**src/rtl/quad_wakeup_pkg.sv**
```systemverilog
package quad_wakeup_pkg;
  typedef enum logic [1:0] {
    ACC_REQ   = 2'd0,
    ACC_STAT  = 2'd1,
    ACC_UNIMP = 2'd2
  } acc_kind_e;

  // MSB-0 bit n of a W-bit word sits at LSB-0 position W-1-n
  function automatic int msb0_pos(input int width, input int n);
    return width - 1 - n;
  endfunction
endpackage

```
**src/rtl/quad_wakeup_decode.sv**
```systemverilog
module quad_wakeup_decode
  import quad_wakeup_pkg::*;
#(
  parameter int          IDX_W     = 32,
  parameter int          NUM_CORES = 4,
  parameter int          SEL_MSB0  = 16,
  parameter logic [31:0] REQ_IDX   = 32'h8C0,
  parameter logic [31:0] STAT_IDX  = 32'h8C8
) (
  input  logic [IDX_W-1:0]     idx_i,
  output acc_kind_e            kind_o,
  output logic [NUM_CORES-1:0] sel_o
);
  logic [IDX_W-1:0] sel_mask;
  logic [IDX_W-1:0] idx_masked;

  for (genvar k = 0; k < NUM_CORES; k++) begin : g_sel
    localparam int POS = msb0_pos(IDX_W, SEL_MSB0 + k);
    assign sel_o[k] = idx_i[POS];
  end

  always_comb begin
    sel_mask = '0;
    for (int k = 0; k < NUM_CORES; k++) sel_mask[msb0_pos(IDX_W, SEL_MSB0 + k)] = 1'b1;
  end

  assign idx_masked = idx_i & ~sel_mask;

  always_comb begin
    if (idx_masked == IDX_W'(REQ_IDX))       kind_o = ACC_REQ;
    else if (idx_masked == IDX_W'(STAT_IDX)) kind_o = ACC_STAT;
    else                                     kind_o = ACC_UNIMP;
  end
endmodule

```
**src/rtl/quad_wakeup_flags.sv**
```systemverilog
module quad_wakeup_flags #(
  parameter int NUM_CORES = 4
) (
  input  logic                 clk_i,
  input  logic                 rst_ni,
  input  logic                 wr_req_i,
  input  logic                 val_i,
  input  logic [NUM_CORES-1:0] sel_i,
  output logic                 done_o,
  output logic [NUM_CORES-1:0] wake_o
);
  always_ff @(posedge clk_i or negedge rst_ni) begin
    if (!rst_ni)       done_o <= 1'b0;
    else if (wr_req_i) done_o <= val_i;
  end

  for (genvar k = 0; k < NUM_CORES; k++) begin : g_core
    always_ff @(posedge clk_i or negedge rst_ni) begin
      if (!rst_ni)                  wake_o[k] <= 1'b0;
      else if (wr_req_i && sel_i[k]) wake_o[k] <= val_i;
    end

    assert_unsel_hold_R4: assert property (@(posedge clk_i) disable iff (!rst_ni)
      (wr_req_i && !sel_i[k]) |=> $stable(wake_o[k]));
    assert_sel_load_R4: assert property (@(posedge clk_i) disable iff (!rst_ni)
      (wr_req_i && sel_i[k]) |=> (wake_o[k] == $past(val_i)));
  end

  assert_idle_hold_R7: assert property (@(posedge clk_i) disable iff (!rst_ni)
    !wr_req_i |=> ($stable(wake_o) && $stable(done_o)));
  assert_done_load_R3: assert property (@(posedge clk_i) disable iff (!rst_ni)
    wr_req_i |=> (done_o == $past(val_i)));
endmodule

```
**src/rtl/quad_wakeup_resp.sv**
```systemverilog
module quad_wakeup_resp
  import quad_wakeup_pkg::*;
#(
  parameter int DATA_W    = 64,
  parameter int DONE_A_B0 = 1,
  parameter int DONE_B_B0 = 4
) (
  input  logic              clk_i,
  input  logic              rst_ni,
  input  logic              req_i,
  input  logic              we_i,
  input  acc_kind_e         kind_i,
  input  logic              done_i,
  output logic              ack_o,
  output logic [DATA_W-1:0] rdata_o,
  output logic              unimp_o
);
  localparam logic [DATA_W-1:0] DONE_PAT =
    (DATA_W'(1) << msb0_pos(DATA_W, DONE_A_B0)) | (DATA_W'(1) << msb0_pos(DATA_W, DONE_B_B0));

  logic [DATA_W-1:0] rdata_d;
  logic              unimp_d;

  always_comb begin
    rdata_d = '0;
    unimp_d = req_i && (kind_i == ACC_UNIMP);
    if (!we_i) begin
      case (kind_i)
        ACC_STAT: rdata_d = done_i ? DONE_PAT : '0;
        default:  rdata_d = '1; // request register reads back as unimplemented
      endcase
      unimp_d = req_i && (kind_i != ACC_STAT);
    end
  end

  always_ff @(posedge clk_i or negedge rst_ni) begin
    if (!rst_ni) begin
      ack_o   <= 1'b0;
      rdata_o <= '0;
      unimp_o <= 1'b0;
    end else begin
      ack_o   <= req_i;
      rdata_o <= req_i ? rdata_d : '0;
      unimp_o <= unimp_d;
    end
  end

  assert_ack_follows_R8: assert property (@(posedge clk_i) disable iff (!rst_ni)
    req_i |=> ack_o);
  assert_ack_idle_R8: assert property (@(posedge clk_i) disable iff (!rst_ni)
    !req_i |=> !ack_o);
  assert_stat_read_R5: assert property (@(posedge clk_i) disable iff (!rst_ni)
    (req_i && !we_i && kind_i == ACC_STAT) |=> (rdata_o == (done_i ? DONE_PAT : '0) && !unimp_o));
endmodule

```
**src/rtl/quad_wakeup_reg.sv**
```systemverilog
module quad_wakeup_reg
  import quad_wakeup_pkg::*;
#(
  parameter int          IDX_W     = 32,
  parameter int          DATA_W    = 64,
  parameter int          NUM_CORES = 4,
  parameter int          SEL_MSB0  = 16,
  parameter int          VAL_B0    = 0,
  parameter logic [31:0] REQ_IDX   = 32'h8C0,
  parameter logic [31:0] STAT_IDX  = 32'h8C8
) (
  input  logic                 clk_i,
  input  logic                 rst_ni,
  input  logic                 req_i,
  input  logic                 we_i,
  input  logic [IDX_W-1:0]     idx_i,
  input  logic [DATA_W-1:0]    wdata_i,
  output logic                 ack_o,
  output logic [DATA_W-1:0]    rdata_o,
  output logic                 unimp_o,
  output logic [NUM_CORES-1:0] wake_o
);
  localparam int VAL_POS = msb0_pos(DATA_W, VAL_B0);

  acc_kind_e            kind;
  logic [NUM_CORES-1:0] sel;
  logic                 done;
  logic                 wr_req;
  logic                 unused_wdata;

  assign unused_wdata = ^wdata_i;
  assign wr_req       = req_i && we_i && (kind == ACC_REQ);

  quad_wakeup_decode #(
    .IDX_W(IDX_W), .NUM_CORES(NUM_CORES), .SEL_MSB0(SEL_MSB0),
    .REQ_IDX(REQ_IDX), .STAT_IDX(STAT_IDX)
  ) decode_i (
    .idx_i (idx_i),
    .kind_o(kind),
    .sel_o (sel)
  );

  quad_wakeup_flags #(.NUM_CORES(NUM_CORES)) flags_i (
    .clk_i   (clk_i),
    .rst_ni  (rst_ni),
    .wr_req_i(wr_req),
    .val_i   (wdata_i[VAL_POS]),
    .sel_i   (sel),
    .done_o  (done),
    .wake_o  (wake_o)
  );

  quad_wakeup_resp #(.DATA_W(DATA_W)) resp_i (
    .clk_i  (clk_i),
    .rst_ni (rst_ni),
    .req_i  (req_i),
    .we_i   (we_i),
    .kind_i (kind),
    .done_i (done),
    .ack_o  (ack_o),
    .rdata_o(rdata_o),
    .unimp_o(unimp_o)
  );

  assert_unimp_with_ack_R8: assert property (@(posedge clk_i) disable iff (!rst_ni)
    unimp_o |-> ack_o);
  assert_unimp_read_ones_R6: assert property (@(posedge clk_i) disable iff (!rst_ni)
    (req_i && !we_i && kind == ACC_UNIMP) |=> (unimp_o && rdata_o == '1));
  assert_unimp_write_R7: assert property (@(posedge clk_i) disable iff (!rst_ni)
    (req_i && we_i && kind == ACC_UNIMP) |=> (unimp_o && rdata_o == '0 && $stable(wake_o)));
endmodule

```
**config.mk**
```make
export PLATFORM = sky130hd
export DESIGN_NAME = quad_wakeup_reg
export DESIGN_NICKNAME = d
export VERILOG_FILES = /design/src/rtl/quad_wakeup_pkg.sv /design/src/rtl/quad_wakeup_decode.sv /design/src/rtl/quad_wakeup_flags.sv /design/src/rtl/quad_wakeup_resp.sv /design/src/rtl/quad_wakeup_reg.sv
export SDC_FILE = /design/constraint.sdc
export NUM_CORES = 1
export LEC_CHECK = 0
export BUFFER_PORTS_ARGS = -buffer_cell sky130_fd_sc_hd__clkbuf_2
export CELL_PAD_IN_SITES_DETAIL_PLACEMENT = 1
export CELL_PAD_IN_SITES_GLOBAL_PLACEMENT = 1
export CORE_MARGIN = 2
export CORE_UTILIZATION = 17
export CTS_CLUSTER_DIAMETER = 40
export CTS_CLUSTER_SIZE = 30
export DETAILED_ROUTE_END_ITERATION = 8
export PLACE_DENSITY = 0.95
export REMOVE_ABC_BUFFERS = 1
export SLEW_MARGIN = 0
export SYNTH_ARGS = -nofsm -noshare
export SYNTH_HDL_FRONTEND = slang
export SYNTH_SLANG_ARGS = --single-unit
```
**constraint.sdc**
```tcl
create_clock -name clk_i -period 3.4 [get_ports clk_i]
set_input_delay 1.02 -clock clk_i [delete_from_list [all_inputs] [get_ports clk_i]]
set_output_delay 1.02 -clock clk_i [all_outputs]
set_load 0.05 [all_outputs]
```
# ---- After elaboration in Yosys (flattened, before gate mapping)
# Index checks and enable logic that the tools add are counted.
dict set report classes {
  n_eq_ne 5
  n_mux 7
  reduce_logical 9
}
# cell n
set ops {}
lappend ops {{$mux W64} 3}
lappend ops {{$mux W63} 1}
lappend ops {{$eq A28 B12 Y1 const B} 2}
lappend ops {{$logic_and A1 B1 Y1} 8}
lappend ops {{$mux W2} 2}
lappend ops {{$eq A2 B1 Y1 const B} 1}
lappend ops {{$eq A2 B2 Y1 const B} 1}
lappend ops {{$logic_not A2 Y1} 1}
lappend ops {{$ne A2 B1 Y1 const B} 1}
lappend ops {{$mux W1} 1}
dict set report totals {
  ff_bits 71
  in_bits 100
  out_inout_bits 70
  elab_cells 29
}

# ---- Longest topological paths before layout
dict set report depth {
  depth_word 7
  mapped_depth 4
  mapped_depth_nobuf 4
}

# ---- Cells and area by module
# Synthesis repeated with hierarchy kept, for this count alone.
dict set report unflattened {
  hier_cells 104
  hier_area_um2 948.4
}
# module n_inst cells_per_inst area_each_um2 seq_area_each_um2
set modules_own_cells {}
lappend modules_own_cells {quad_wakeup_resp 1 73 618.1 100.1}
lappend modules_own_cells {quad_wakeup_flags 1 14 196.4 125.1}
lappend modules_own_cells {quad_wakeup_decode 1 16 121.4 0.0}
lappend modules_own_cells {quad_wakeup_reg 1 1 12.5 0.0}

# ---- Worst setup path before layout
# OpenSTA, ideal clock, no wires.
dict set report synth_path {
  kind {register -> output}
  start {register resp_i.rdata_o[61] (netlist name)}
  end {output port rdata_o[10]}
  arrival_time_ns 1.898
  required_ns 2.380
  setup_slack_ns 0.482
  path_stages_with_launch 2
  n_path_buf 1
  path_cell_list {dfrtp_1 -> buf_4}
}
# element line
set synth_rtl {}
lappend synth_rtl {{to (decl)} quad_wakeup_reg.sv:19} ;# output logic [DATA_W-1:0] rdata_o,

==> summary.txt <==
Status
  – Outcome: completed

Setup path
  – Family with the most delay on the worst path: buffers and inverters
  – Crit path kind: flip-flop to output pin
  – Crit-path max FO: 62
  – CP max-delay cell: buf_4
  – CP Launch Point: resp_i.rdata_o[61]
  – Worst r2r src: flags_i.wake_o[1]
  – R2r worst-path depth: 1
  – CP endpoint kind: output pin
  – CP bufs+invs: 2
  – Critical Path Source Type: flip-flop
  – FF-to-FF setup slack: approximately 2.6 ns
  – R2r endpoint: flags_i.wake_o[1]
  – Critical path, cell by cell: buf_4 > clkbuf_2
  – Crit path arrival time: 1.34 ns
  – Critical path required time: ~2.4 ns
  – CP max stage delay: between 0.4 and 0.5 ns

Finish
  – Layout cells sized above 1: 0.775
  – NumNets Final: roughly 250
  – Design Area, Final: 1160 sq um
  – End-of-flow core utilization: 0.213
  – Fill cell count: around 690
  – Ant diodes: 0
  – P&R area growth vs syn: 21.8%

Clocking
  – Clock buffer depth: 2
  – Cts hold-fix bufs: 0
  – Post-CTS Setup Inserts: 0
  – # H-tree levels: 1
  – Clock Latency Late Sink: 0.23 ns
  – CTS buffer count: 3
  – TritonCTS clock tree: yes
  – Clock sink count: 9
  – Clk root buf: clkbuf_8
  – CTS clk-pin slew, worst paths: around 0.050 ns
  – CTS resizes: 0

Synthesis
  – Top FF cell, synth: dfrtp_1
  – Yosys warning count: 0
  – Seq cells post-synth: 9
  – Synth top area share: 0.489
  – Asr flop ratio synth: 1.00
  – Most area-consuming cells after synthesis: buf_4 (49%), dfrtp_1 (24%), mux2_1 (4.7%), nor4_1 (4.6%), nor4b_4 (2.5%)
  – Yosys top cell by area: buf_4
  – Post-synthesis sequential area ratio: 0.237
  – EDFF count, synth: 0
  – Cell variety after synth: 18
  – Avg Cell Area, Syn: slightly above 9 sq um
  – Post-Synthesis Cells: roughly 100
  – Area of the mapped netlist: 951 sq um

Power and ir drop
  – Final Power: approximately 0.47 mW
  – Leakage: around 0.7 nW
  – Peak supply drop: roughly 0.19 mV
  – Pwr dens: between 400 and 500 nW/um^2

Die
  – Row cnt: 27
  – Die X: roughly 79 um
  – Die area: between 6000 and 7000 sq um
  – Initial Util: 0.175
  – Floorplan core area: 5440 sq um
  – Die H: 78.8 um
  – Ports: between 150 and 200

Min path
  – WHS Path Cells: 1
  – Hold WC Path Type: flip-flop to flip-flop
  – Hold Path End: flags_i.wake_o[0]
  – Hold Crit Start: flags_i.wake_o[0]

Timing
  – Min cycle time layout: between 2 and 2.5 ns
  – Clk_skew: 0.000453 ns
  – Tcrit/Tclk final: 0.696
  – Tightest hold margin: about 0.5 ns
  – Slew HR: 0.678
  – Max frequency: 423 MHz
  – RSZ-0062 raised after global routing: no
  – Slew Limit Fails: 0
  – Final setup fails: 0
  – Pin slew with the least headroom to its limit: between 0.4 and 0.5 ns
  – Final hold vios: 0

Route
  – DRC viols: 0
  – Number of vias in the routed layout: approximately 740
  – Initial DRC Count: 13
  – Drt first pass iters: 3
  – Post-DR wirelength/cell: around 12 um
  – Routed Antenna Nets: 0
  – Total Wirelength: 2700 um
  – Via/cell ratio: ~3.3

Global route
  – Vias in the first global route: about 710
  – First-pass GRT wire length: about 3800 um
  – Total congestion overflow: 0
  – Antenna violations before repair: 0
  – GRT Resource Usage Total: 0.0783
  – Largest net degree at the start of global routing: 63

Placement
  – Routability cong.: around 0.69
  – Port-buffer cells: roughly 110
  – Post-DP HPWL: ~2300 um
  – Area post-placement: between 1000 and 1500 sq um

Run
  – Max-cap violations: 0
[flip-flops by register name (all words and copies together) (netlist names)]
name,count
flags_i.done_o,1
flags_i.wake_o,4
resp_i.ack_o,1
resp_i.rdata_o,2
resp_i.unimp_o,1
[per-layer routing]
metal / routed length, um / GRT usage / part of all wire / vias to the layer above
li1: - / - / - / 372
met1: 1020 / 0.0857 / 0.38 / 340
met3: 142 / 0.0250 / 0.053 / 0
met4: 0 / 0.0105 / 0 / 0
met2: 1530 / 0.150 / 0.57 / 25
met5: 0 / 0 / 0 / -
[cell type report]
cell class / count / area (sq um) / share of cell area
Clock buffer: 4 / 45.0 / 0.0389
Tap cell: 72 / 90.1 / 0.0778
Sequential cell: 9 / 225 / 0.194
Timing Repair Buffer: 107 / 538 / 0.464
Multi-Input combinational cell: 26 / 241 / 0.208
Inverter: 5 / 18.8 / 0.0162
[per-stage QoR]
step	TNS [ns]	std cells	setup slack, ns
3_5_place_dp	0	219	0.843
2_1_floorplan	-1014.75	40	-16.37
6_report	0	223	1.04
4_1_cts	0	223	1.02
5_1_grt	0	223	0.948
3_3_place_gp	0	219	0.933
[worst max-delay path by stage]
| stage | end | cells past startpoint |
|---|---|---|
| 3_3_place_gp | flags_i.wake_o[0] | 5 |
| 3_5_place_dp | flags_i.wake_o[1] | 5 |
| 5_1_grt | rdata_o[26] | 2 |
| 4_1_cts | rdata_o[11] | 2 |
| 2_1_floorplan | rdata_o[0] | 0 |
| 6_report | rdata_o[11] | 2 |
[synth_stat cells, types with 2 or more instances]
| master | number |
|---|---|
| nor3_1 | 2 |
| nor2_1 | 2 |
| inv_1 | 5 |
| mux2_1 | 4 |
| buf_4 | 62 |
| nor4_1 | 7 |
| dfrtp_1 | 9 |
[kinds of logic (layout without fill, tap and decap cells)]
kind of cell,count (synthesis),count (layout),synth area share
DFF,9,9,0.237
AOI/OAI and AO/OA,3,3,0.0224
muxes,5,5,0.0592
and+or+nand+nor,18,18,0.172
buffers and inverters,67,116,0.509
[report_power, final]
group	total, mW	leakage (nW)	internal [mW]	switching (mW)
sequential	0.111	0.119	0.110	0.000985
combinational	0.232	0.560	0.0453	0.186
clock	0.125	0.0228	0.0818	0.0432
total	0.467	0.702	0.237	0.230
[cells in the final DEF (no fill, tap or decap), drive strengths merged]
master,count
nor2,2
nor4b,1
nand2b,1
nor3,2
o31a,1
clkbuf,110
nand3,1
dfrtp,9
a31oi,1
and4bb,1
nand3b,1
a21oi,1
inv,5
mux2,5
buf,1
nor4,8
nand4,1
(Power assumes the default switching activity.)
